===== config.mk =====
export PLATFORM = sky130hd
export DESIGN_NAME = atten_state_ctrl
export DESIGN_NICKNAME = d
export VERILOG_FILES = /design/src/rtl/atten_pkg.sv /design/src/rtl/atten_sync.sv /design/src/rtl/atten_frame_rx.sv /design/src/rtl/atten_preset_bank.sv /design/src/rtl/atten_state_ctrl.sv
export SDC_FILE = /design/constraint.sdc
export NUM_CORES = 1
export LEC_CHECK = 0
export BUFFER_PORTS_ARGS = -buffer_cell sky130_fd_sc_hd__clkbuf_2
export CAP_MARGIN = 20
export CORE_AREA = 2 2 129 81
export DETAILED_ROUTE_END_ITERATION = 10
export DIE_AREA = 0 0 131 83
export PLACE_DENSITY = 0.84
export SLEW_MARGIN = 15
export SYNTH_ARGS = -nofsm -noshare
export SYNTH_HDL_FRONTEND = slang
export SYNTH_SLANG_ARGS = --single-unit

===== constraint.sdc =====
create_clock -name clk -period 2.4 [get_ports clk]
set_input_delay 0.48 -clock clk [delete_from_list [all_inputs] [get_ports clk]]
set_output_delay 0.48 -clock clk [all_outputs]
set_load 0.02 [all_outputs]

===== src/rtl/atten_pkg.sv =====
// Package: shared sizes and frame layout for the attenuation preset controller.
// Assumes two channels, each with a block of reserved bits followed by
// four presets, stacked from the frame LSB upwards.
package atten_pkg;
    localparam int ATT_W      = 5;                          // attenuation code width
    localparam int N_PRESET   = 4;                          // presets per channel
    localparam int N_CH       = 2;                          // channels
    localparam int RSV_W      = 8;                          // reserved bits per channel block
    localparam int CH_BITS    = RSV_W + N_PRESET * ATT_W;   // bits per channel block
    localparam int FRAME_BITS = N_CH * CH_BITS;             // whole frame
    localparam int SEL_W      = $clog2(N_PRESET);
    localparam int CNT_W      = $clog2(FRAME_BITS + 2);
    localparam int CNT_SAT    = FRAME_BITS + 1;             // count saturates past a full frame

    typedef logic [ATT_W-1:0]      att_t;
    typedef logic [FRAME_BITS-1:0] frame_t;
endpackage


===== src/rtl/atten_sync.sv =====
// Module: multi-stage synchroniser for a bundle of asynchronous pins.
// Assumes every input level is held for longer than STAGES+1 clocks.
// Each bit resets to its idle value, given by RST_VAL.
module atten_sync #(
    parameter int          W       = 3,
    parameter int          STAGES  = 2,
    parameter logic [W-1:0] RST_VAL = '0
) (
    input  logic         clk,
    input  logic         rst_n,
    input  logic [W-1:0] d_async,
    output logic [W-1:0] d_sync
);
    logic [W-1:0] stg [STAGES];

    // First stage: capture the asynchronous pins.
    always_ff @(posedge clk) begin
        if (!rst_n) stg[0] <= RST_VAL;
        else        stg[0] <= d_async;
    end

    for (genvar i = 1; i < STAGES; i++) begin : g_stage
        // Later stages: let metastability settle.
        always_ff @(posedge clk) begin
            if (!rst_n) stg[i] <= RST_VAL;
            else        stg[i] <= stg[i-1];
        end
    end

    assign d_sync = stg[STAGES-1];
endmodule


===== src/rtl/atten_frame_rx.sv =====
// Module: serial frame receiver. It detects serial clock and chip-select
// edges on the synchronised pins, shifts data MSB first while chip-select is
// low, and counts bits. On a chip-select rise it either publishes the frame
// with a one-cycle load strobe, or it pulses frame_err when the count is
// wrong. It also keeps a sticky flag for nonzero reserved bits.
// Assumes inputs are already synchronous to clk.
module atten_frame_rx
    import atten_pkg::*;
(
    input  logic   clk,
    input  logic   rst_n,
    input  logic   sclk_s,
    input  logic   sdata_s,
    input  logic   csn_s,
    output logic   load,
    output frame_t frame_q,
    output logic   frame_err,
    output logic   rsvd_warn
);
    logic             sclk_d, csn_d;
    logic             sclk_rise, cs_rise;
    frame_t           shreg;
    logic [CNT_W-1:0] cnt;
    logic             rsv_any;

    // Delay the synchronised levels by one clock for edge detection.
    always_ff @(posedge clk) begin
        if (!rst_n) begin
            sclk_d <= 1'b0;
            csn_d  <= 1'b1;
        end else begin
            sclk_d <= sclk_s;
            csn_d  <= csn_s;
        end
    end

    assign sclk_rise = sclk_s & ~sclk_d;
    assign cs_rise   = csn_s & ~csn_d;

    // OR together the reserved bits of every channel block.
    always_comb begin
        rsv_any = 1'b0;
        for (int c = 0; c < N_CH; c++)
            rsv_any = rsv_any | (|shreg[c*CH_BITS +: RSV_W]);
    end

    // Shift, count, and close the frame on the chip-select rise.
    always_ff @(posedge clk) begin
        if (!rst_n) begin
            shreg     <= '0;
            cnt       <= '0;
            load      <= 1'b0;
            frame_q   <= '0;
            frame_err <= 1'b0;
            rsvd_warn <= 1'b0;
        end else begin
            load      <= 1'b0;
            frame_err <= 1'b0;
            if (cs_rise) begin
                cnt <= '0;
                if (cnt == CNT_W'(FRAME_BITS)) begin
                    load    <= 1'b1;
                    frame_q <= shreg;
                    if (rsv_any) rsvd_warn <= 1'b1;
                end else begin
                    frame_err <= 1'b1;
                end
            end else if (!csn_s && sclk_rise) begin
                shreg <= {shreg[FRAME_BITS-2:0], sdata_s};
                if (cnt != CNT_W'(CNT_SAT)) cnt <= cnt + 1'b1;
            end
        end
    end

    // a length error lasts exactly one clock.
    p_err_pulse_r6: assert property (@(posedge clk) disable iff (!rst_n)
        frame_err |=> !frame_err);

    // a bad frame never publishes a load in the same cycle.
    p_err_no_load_r6: assert property (@(posedge clk) disable iff (!rst_n)
        frame_err |-> !load);

    // the reserved-bit warning is sticky.
    p_warn_sticky_r7: assert property (@(posedge clk) disable iff (!rst_n)
        rsvd_warn |=> rsvd_warn);

    // the published frame moves only with a load strobe.
    p_frame_hold_r3: assert property (@(posedge clk) disable iff (!rst_n)
        !cs_rise |=> $stable(frame_q));
endmodule


===== src/rtl/atten_preset_bank.sv =====
// Module: one channel's preset storage and output selection. It stores four
// presets from its slice of the frame on a load strobe. Each clock it
// registers either the preset picked by {sel_b, sel_a}, or the parallel code.
// Assumes sel, mode and par are synchronous to clk.
module atten_preset_bank
    import atten_pkg::*;
(
    input  logic               clk,
    input  logic               rst_n,
    input  logic               load,
    input  logic [CH_BITS-1:0] ch_bits,
    input  logic               serial_mode,
    input  logic               sel_a,
    input  logic               sel_b,
    input  att_t               par,
    output att_t               att_q
);
    logic [N_PRESET-1:0][ATT_W-1:0] pre_q;
    logic [SEL_W-1:0]               idx;

    assign idx = {sel_b, sel_a};

    for (genvar p = 0; p < N_PRESET; p++) begin : g_pre
        // Store one preset field when a complete frame arrives.
        always_ff @(posedge clk) begin
            if (!rst_n)    pre_q[p] <= '0;
            else if (load) pre_q[p] <= ch_bits[RSV_W + p*ATT_W +: ATT_W];
        end
    end

    // Register the output code from the active source.
    always_ff @(posedge clk) begin
        if (!rst_n)           att_q <= '0;
        else if (serial_mode) att_q <= pre_q[idx];
        else                  att_q <= par;
    end

    // presets hold unless a frame is published.
    p_hold_r3: assert property (@(posedge clk) disable iff (!rst_n)
        !load |=> $stable(pre_q));

    // parallel mode passes the bus through with one clock of delay.
    p_par_pass_r5: assert property (@(posedge clk) disable iff (!rst_n)
        !serial_mode |=> (att_q == $past(par)));
endmodule


===== src/rtl/atten_state_ctrl.sv =====
// Module: top of the dual-channel attenuation preset controller. It
// synchronises the serial pins, receives the 56-bit frame and drives one
// preset bank per channel. Assumes the serial pins are asynchronous, and the
// mode, select and parallel pins are synchronous to clk.
module atten_state_ctrl
    import atten_pkg::*;
#(
    parameter int SYNC_STAGES = 2
) (
    input  logic             clk,
    input  logic             rst_n,
    input  logic             ser_clk,
    input  logic             ser_data,
    input  logic             ser_csn,
    input  logic             serial_mode,
    input  logic             ch1_sel_a,
    input  logic             ch1_sel_b,
    input  logic             ch2_sel_a,
    input  logic             ch2_sel_b,
    input  logic [ATT_W-1:0] ch1_par,
    input  logic [ATT_W-1:0] ch2_par,
    output logic [ATT_W-1:0] ch1_atten,
    output logic [ATT_W-1:0] ch2_atten,
    output logic             frame_err,
    output logic             rsvd_warn
);
    logic [2:0]        pins_s;
    logic              load;
    frame_t            frame_q;
    logic [N_CH-1:0]   sel_a, sel_b;
    att_t              par  [N_CH];
    att_t              att  [N_CH];

    atten_sync #(
        .W       (3),
        .STAGES  (SYNC_STAGES),
        .RST_VAL (3'b100)
    ) u_sync (
        .clk     (clk),
        .rst_n   (rst_n),
        .d_async ({ser_csn, ser_data, ser_clk}),
        .d_sync  (pins_s)
    );

    atten_frame_rx u_rx (
        .clk       (clk),
        .rst_n     (rst_n),
        .sclk_s    (pins_s[0]),
        .sdata_s   (pins_s[1]),
        .csn_s     (pins_s[2]),
        .load      (load),
        .frame_q   (frame_q),
        .frame_err (frame_err),
        .rsvd_warn (rsvd_warn)
    );

    assign sel_a  = {ch2_sel_a, ch1_sel_a};
    assign sel_b  = {ch2_sel_b, ch1_sel_b};
    assign par[0] = ch1_par;
    assign par[1] = ch2_par;

    for (genvar c = 0; c < N_CH; c++) begin : g_ch
        atten_preset_bank u_bank (
            .clk         (clk),
            .rst_n       (rst_n),
            .load        (load),
            .ch_bits     (frame_q[c*CH_BITS +: CH_BITS]),
            .serial_mode (serial_mode),
            .sel_a       (sel_a[c]),
            .sel_b       (sel_b[c]),
            .par         (par[c]),
            .att_q       (att[c])
        );
    end

    assign ch1_atten = att[0];
    assign ch2_atten = att[1];

    // reset clears outputs and flags.
    p_reset_r1: assert property (@(posedge clk)
        !rst_n |=> (ch1_atten == '0 && ch2_atten == '0 && !frame_err && !rsvd_warn));
endmodule


==> results of run 1 <==
==> power by group through the flow <==
stage	logic (mW)	registers, mW	clock network (mW)
after floorplan	0.0803	2.79	0
after global placement	0.136	2.78	0
after detailed placement	0.138	2.78	0
after CTS	0.139	2.72	2.74
after global routing	0.151	2.72	2.86
final	0.138	2.72	2.70
==> worst reg2reg max path, delay by kind of cell (launching register included) <==
family | cells | cell delay, ns
and+or+nand+nor | 1 | 0.23
adders and majority gates | 1 | 0.18
DFF | 1 | 0.36
buffers and inverters | 3 | 0.50
muxes | 1 | 0.33
==> final cells by class <==
class | instances | area [sq um] | area share [%]
flip-flops and latches | 163 | 3260 | 46.8
clock buffers | 21 | 460 | 6.60
inverters | 5 | 18.8 | 0.269
well taps | 135 | 169 | 2.42
clock inverters | 10 | 133 | 1.90
repair buffers | 39 | 278 | 3.98
multi-input cells | 446 | 2650 | 38.0
==> stage by stage <==
step                      worst slack [ns]  hold slack, ns  utilization [%]
after floorplan                      0.813           0.386                -
after global placement               0.796           0.399             66.3
after detailed placement             0.765           0.403             66.3
after CTS                            0.739           0.247             72.4
after global routing                 0.634           0.248             72.4
final                                0.722           0.258             72.4
==> per-layer routing <==
layer	vias up	GRT usage, %	share of wire (%)
met1	2222	35.0	47
met5	-	0	0
met2	153	37.3	45
met4	0	5.51	0.64
met3	11	7.41	7.1
li1	2220	-	-
==> layout by cell type (no fill, tap or decap), drive strengths merged, types with 6 or more instances in the layout <==
cell / netlist / final
mux2i: 89 / 89
dfxtp: 163 / 163
clkbuf: 30 / 51
nand3: 6 / 6
a21oi: 62 / 62
buf: 17 / 9
and2: 6 / 6
mux4: 10 / 10
nor2: 48 / 48
nand2: 194 / 194
==> sequential cells by signal, indices dropped and copies added, names as in the netlist, 6 cells and up <==
register,count
g_ch.u_bank.att_q,10
u_rx.shreg,56
u_sync.stg,6
u_rx.frame_q,40
g_ch.u_bank.pre_q,40
u_rx.cnt,6
==> worst min path at each step <==
stage | slack, ns | endpoint
after floorplan | 0.39 | u_sync.stg[1][2]$_SDFF_PN1_
after global placement | 0.40 | u_sync.stg[1][2]$_SDFF_PN1_
after detailed placement | 0.40 | u_sync.stg[1][2]$_SDFF_PN1_
after CTS | 0.25 | u_sync.stg[0][2]$_SDFF_PN1_
after global routing | 0.25 | u_sync.stg[0][2]$_SDFF_PN1_
final | 0.26 | u_sync.stg[0][2]$_SDFF_PN1_
==> cell families (layout without fill, tap and decap cells) <==
family / Yosys count / in the layout / share of synthesized area [%]
DFF: 163 / 163 / 53.4
muxes: 99 / 99 / 18.2
buffers and inverters: 52 / 75 / 3.44
and+or+nand+nor: 273 / 273 / 18.1
AOI/OAI and AO/OA: 71 / 71 / 6.20
adders and majority gates: 3 / 3 / 0.614
==> results.json, run 1 <==
{
  "syn_area_sq_um": 6120,
  "fill_cells": 680,
  "cp_slowest_stage_delay_ns": 0.36,
  "core-area_sq_um": 9630,
  "initial_core_util_pct": 63.5,
  "p_clk_share_pct": 48.6,
  "first_iter_violations": 524,
  "nets": 695,
  "ys_top_cells_by_count": "nand2_1 (194), dfxtp_1 (163), mux2i_1 (89), a21oi_1 (62), nor2_1 (48)",
  "path_buf_inv": 3,
  "p_leak_nw": 2.36,
  "grt_max_degree": 65,
  "clock_latency_ns": 0.41,
  "p_total_mw": 5.57,
  "finalCritPeriodShare_pct": 69.9,
  "synth-edff-count": 0,
  "setup_viol_count_final": 0,
  "power_frac_seq_pct": 48.9,
  "yosys.area.top_type_share_pct": 53.4,
  "clk_path_buf_depth": 2,
  "path_delay_family": "buffers and inverters",
  "relSlewSlack_pct": 55.1,
  "fin_crit_ns": 1.68,
  "place_area_sq_um": 6380,
  "place.gp.congestion": 0.812,
  "cts_root_buf": "clkbuf_16",
  "synth.most_common_cell": "nand2_1",
  "numCtsBuffers": 17,
  "finish.cell_count_without_fillers": 819,
  "endpoint": "u_rx.frame_q[26]$_SDFFE_PN0P_",
  "grt_first_pass_wirelength_microns": 21000,
  "tns_ns": 0,
  "syn_inst": 661,
  "reg2regPathDepth": 6,
  "hpwl_microns": 7970,
  "placed_cells": 788,
  "r2r_start": "u_rx.cnt[0]$_SDFFE_PP0P_",
  "yosysSeqAreaShare_pct": 53.4,
  "status": "completed",
  "hold_violations": 0,
  "die_area_sq_um": 10900,
  "path_clk_slew_ns": 0.06,
  "post_drt_wl_per_cell_microns": 15.7,
  "yosysWarningCount": 0,
  "cp-end-kind": "flop",
  "yosysTopAreaCell": "dfxtp_1",
  "drive_gt1_share_pct": 12.1,
  "ir_drop_mv": 0.554,
  "syn2layout_area_growth_pct": 14.1,
  "clock.fmax_mhz": 596,
  "worstReg2RegEnd": "u_rx.frame_q[26]$_SDFFE_PN0P_",
  "switching_share_pct": 20.2,
  "path_cells": "inv_1 -> ha_1 -> inv_1 -> nor3_4 -> buf_12 -> mux2i_1",
  "p_comb_share_pct": 2.5,
  "cp-startpoint": "u_rx.cnt[0]$_SDFFE_PP0P_",
  "critPathRequiredTime_ns": 2.72,
  "cts_sinks": 163,
  "path_max_fanout": 40,
  "synth-main-ff-cell": "dfxtp_1",
  "ys_async_sr_fraction_pct": 0,
  "ys_ff_latch": 163,
  "rows": 28,
  "hold_class": "in -> reg",
  "die_h_microns": 83,
  "critPathArrivalTime_ns": 2.00,
  "hold-path-cell-count": 2,
  "r2r_setup_slack_ns": 0.72,
  "worst_setup_path_start_kind": "flop",
  "final_area_sq_um": 6980,
  "antenna_found_initial": 0,
  "crit_top_cell": "inv_1",
  "worst_pin_slew_ns": 0.674,
  "critPathSlowestCell": "dfxtp_1",
  "cts_setup_buffers": 0,
  "finalClockSkew_ns": 0.00615,
  "netlist_top_cells_area": "dfxtp_1 (53%), mux2i_1 (15%), nand2_1 (12%), a21oi_1 (5.1%), mux4_2 (3.7%)",
  "switchingPower_mw": 1.12,
  "overflow": 0,
  "numPortBuffers": 31,
  "vias": 4606,
  "grt_pass1_vias": 4387,
  "hold_start": "ser_csn",
  "worstSetupPathType": "reg -> reg",
  "internal_power_mw": 4.44,
  "timing.final.max_slew_violations": 0,
  "dr.pass1.iters": 5,
  "ios": 32,
  "wl_microns": 12900,
  "synth_nets": 684,
  "max_cap_violations": 0,
  "ctsHoldBuffers": 0,
  "antenna_left": 0,
  "synth_cell_types": 29,
  "avgSynthCellArea_sq_um": 9.25,
  "rsz0062_at_grt": "no",
  "cts_resized": 0,
  "diodes": 0,
  "power_density_nw_per_um2": 798,
  "fp.dieW_microns": 131,
  "drt_drc_violations_left": 0,
  "cts_tree": "yes",
  "path_depth": 6,
  "grt.total_usage_pct": 24.7,
  "htreeDepth": 4,
  "via_per_inst": 5.62
}
No activity file was read; power rests on OpenSTA's default activity.
==> run 2: changes to the inputs <==
--- a/config.mk
+++ b/config.mk
@@ -5,12 +5,13 @@
 export SDC_FILE = /design/constraint.sdc
 export NUM_CORES = 1
 export LEC_CHECK = 0
+export ABC_AREA = 1
 export BUFFER_PORTS_ARGS = -buffer_cell sky130_fd_sc_hd__clkbuf_2
 export CAP_MARGIN = 20
-export CORE_AREA = 2 2 129 81
+export CORE_AREA = 2 2 135 84
 export DETAILED_ROUTE_END_ITERATION = 10
-export DIE_AREA = 0 0 131 83
-export PLACE_DENSITY = 0.84
+export DIE_AREA = 0 0 137 86
+export PLACE_DENSITY = 0.8
 export SLEW_MARGIN = 15
 export SYNTH_ARGS = -nofsm -noshare
 export SYNTH_HDL_FRONTEND = slang
==> constraint.sdc (replaced) <==
create_clock -name clk -period 1.7 [get_ports clk]
set_input_delay 0.34 -clock clk [delete_from_list [all_inputs] [get_ports clk]]
set_output_delay 0.34 -clock clk [all_outputs]
set_load 0.02 [all_outputs]
==> results.json, run 2 <==
{
  "ios": 32,
  "grt.total_usage_pct": 22.7,
  "antenna_left": 0,
  "yosysSeqAreaShare_pct": 52.4,
  "final_area_sq_um": 7050,
  "synth-main-ff-cell": "dfxtp_1",
  "ys_async_sr_fraction_pct": 0,
  "syn_inst": 849,
  "top_register": "u_rx.shreg",
  "finalClockSkew_ns": 0.00485,
  "setup_viol_count_final": 0,
  "die_area_sq_um": 11800,
  "ys_top_cells_by_count": "nor2_1 (182), dfxtp_1 (163), nand2_1 (121), o21ai_0 (111), inv_1 (98)",
  "p_comb_share_pct": 3.9,
  "syn2layout_area_growth_pct": 13.1,
  "rsz0062_at_grt": "no",
  "synth-edff-count": 0,
  "placed_cells": 978,
  "synth_nets": 872,
  "timing.final.max_slew_violations": 0,
  "avgSynthCellArea_sq_um": 7.34,
  "vias": 5194,
  "mostFrequentLayoutCell": "nor2_1",
  "power_frac_seq_pct": 49.7,
  "syn_area_sq_um": 6230,
  "synth.most_common_cell": "nor2_1",
  "status": "completed",
  "antenna_found_initial": 0,
  "cts_sinks": 163,
  "path_max_fanout": 41,
  "rows": 29,
  "switching_share_pct": 20.3,
  "ir_drop_mv": 0.793,
  "hold_violations": 0,
  "internal_power_mw": 6.22,
  "initial_core_util_pct": 59.6,
  "grt_first_pass_wirelength_microns": 21300,
  "ys_ff_latch": 163,
  "top_regs": "u_rx.shreg x56, g_ch.u_bank.pre_q x40, u_rx.frame_q x40",
  "critPathRequiredTime_ns": 2.00,
  "fp.dieW_microns": 137,
  "layout_common_cells": "nor2_1 (181), dfxtp_1 (163), nand2_1 (121)",
  "power_density_nw_per_um2": 1110,
  "relSlewSlack_pct": 75.0,
  "synth_cell_types": 22,
  "diodes": 0,
  "cts_resized": 0,
  "numCtsBuffers": 17,
  "via_per_inst": 5.16,
  "die_h_microns": 86,
  "p_total_mw": 7.80,
  "critPathArrivalTime_ns": 1.83,
  "path_clk_slew_ns": 0.06,
  "largest_reg_flops": 56,
  "dr.pass1.iters": 6,
  "p_leak_nw": 3.02,
  "drive_gt1_share_pct": 8.64,
  "clock.fmax_mhz": 657,
  "place.gp.congestion": 0.822,
  "clk_path_buf_depth": 2,
  "fin_crit_ns": 1.52,
  "switchingPower_mw": 1.59,
  "yosysWarningCount": 0,
  "grt_max_degree": 78,
  "netlist_top_cells_area": "dfxtp_1 (52%), nor2_1 (11%), o21ai_0 (8.9%), nand2_1 (7.3%), a21oi_1 (6.3%)",
  "p_clk_share_pct": 46.4,
  "place_area_sq_um": 6490,
  "cts_setup_buffers": 0,
  "numPortBuffers": 31,
  "hpwl_microns": 8330,
  "cp-end-kind": "flop",
  "clock_latency_ns": 0.41,
  "yosys.area.top_type_share_pct": 52.4,
  "nets": 881,
  "finalCritPeriodShare_pct": 89.5,
  "worst_pin_slew_ns": 0.375,
  "cts_root_buf": "clkbuf_16",
  "max_cap_violations": 0,
  "timing.hold.ws_ns": 0.107,
  "drt_drc_violations_left": 0,
  "grt_pass1_vias": 4661,
  "ctsHoldBuffers": 0,
  "first_iter_violations": 397,
  "post_drt_wl_per_cell_microns": 12.4,
  "hold_class": "in -> reg",
  "cts_tree": "yes",
  "wl_microns": 12500,
  "overflow": 0,
  "htreeDepth": 4,
  "finish.cell_count_without_fillers": 1007,
  "worst_setup_path_start_kind": "flop",
  "core-area_sq_um": 10500,
  "tns_ns": 0,
  "fill_cells": 805,
  "worstSetupPathType": "reg -> reg",
  "yosysTopAreaCell": "dfxtp_1"
}
-- run 2: cell count changes in the layout (fill, tap and decap cells not counted), sizes merged, moves of 6 or more --
cell,change
and2,-6
nand3,+14
mux2i,-89
a21oi,+16
inv,+94
nor2,+136
o21ai,+108
nand4,+6
nand2,-73
mux4,-10
-- run 2: area by class of cell --
type / count / area [sq um] / area share (%)
Inverter: 99 / 372 / 5.27
Tap cell: 139 / 174 / 2.47
Timing Repair Buffer: 43 / 310 / 4.40
Multi-Input combinational cell: 534 / 2370 / 33.6
Clock buffer: 24 / 482 / 6.84
Clock inverter: 5 / 77.6 / 1.10
Sequential cell: 163 / 3260 / 46.3
-- run 2: routing by layer --
layer	up-vias	global-route usage, %	wire length, microns
li1	2682	-	-
met3	8	5.91	670
met1	2364	32.3	6330
met2	140	33.8	5440
met5	-	0	0
met4	0	7.22	101
-- run 2: power by group through the flow --
| stage | Combinational (mW) | Clock [mW] | Sequential (mW) |
|---|---|---|---|
| floorplan | 0.188 | 0 | 3.98 |
| global placement | 0.292 | 0 | 3.96 |
| detailed placement | 0.298 | 0 | 3.96 |
| CTS | 0.302 | 3.69 | 3.88 |
| global route | 0.346 | 3.87 | 3.88 |
| finish | 0.304 | 3.62 | 3.88 |
-- run 2: kinds of logic (layout without fill, tap and decap cells) --
group	Yosys count	count (layout)	share of synthesized area, %
flip-flops	163	163	52.4
XOR/XNOR	1	1	0.141
buffers and inverters	152	171	9.74
AO/OA/AOI/OAI	196	196	16.0
adder cells (fa/ha/maj)	3	3	0.603
AND/OR/NAND/NOR	334	334	21.1
-- run 2: through the flow --
step / worst slack [ns] / util [%]
final: 0.179 / 67.4
after global routing: 0.0192 / 67.4
after CTS: 0.178 / 67.4
after detailed placement: 0.203 / 62.1
after global placement: 0.267 / 62.1
after floorplan: 0.456 / -
-- run 2: final timing paths --
| kind | from | end | slack [ns] | depth (start not counted) |
|---|---|---|---|---|
| max | u_rx.cnt[3]$_SDFFE_PP0P_ | u_rx.frame_q[20]$_SDFFE_PN0P_ | 0.18 | 8 |
| min | ser_clk | u_sync.stg[0][0]$_SDFF_PN0_ | 0.11 | 3 |
| max reg2reg | u_rx.cnt[3]$_SDFFE_PP0P_ | u_rx.frame_q[20]$_SDFFE_PN0P_ | 0.18 | 8 |
| min reg2reg | u_sync.stg[0][2]$_SDFF_PN1_ | u_sync.stg[1][2]$_SDFF_PN1_ | 0.41 | 1 |
-- run 2: critical path, cell delays in order, from the launching register on --
cell     delay [ns]
dfxtp_1        0.43
inv_2          0.07
nor2_2         0.14
nand3_2        0.11
nor2_4         0.22
buf_12         0.23
nand2_1        0.09
nand2_1        0.07
nor2_1         0.04
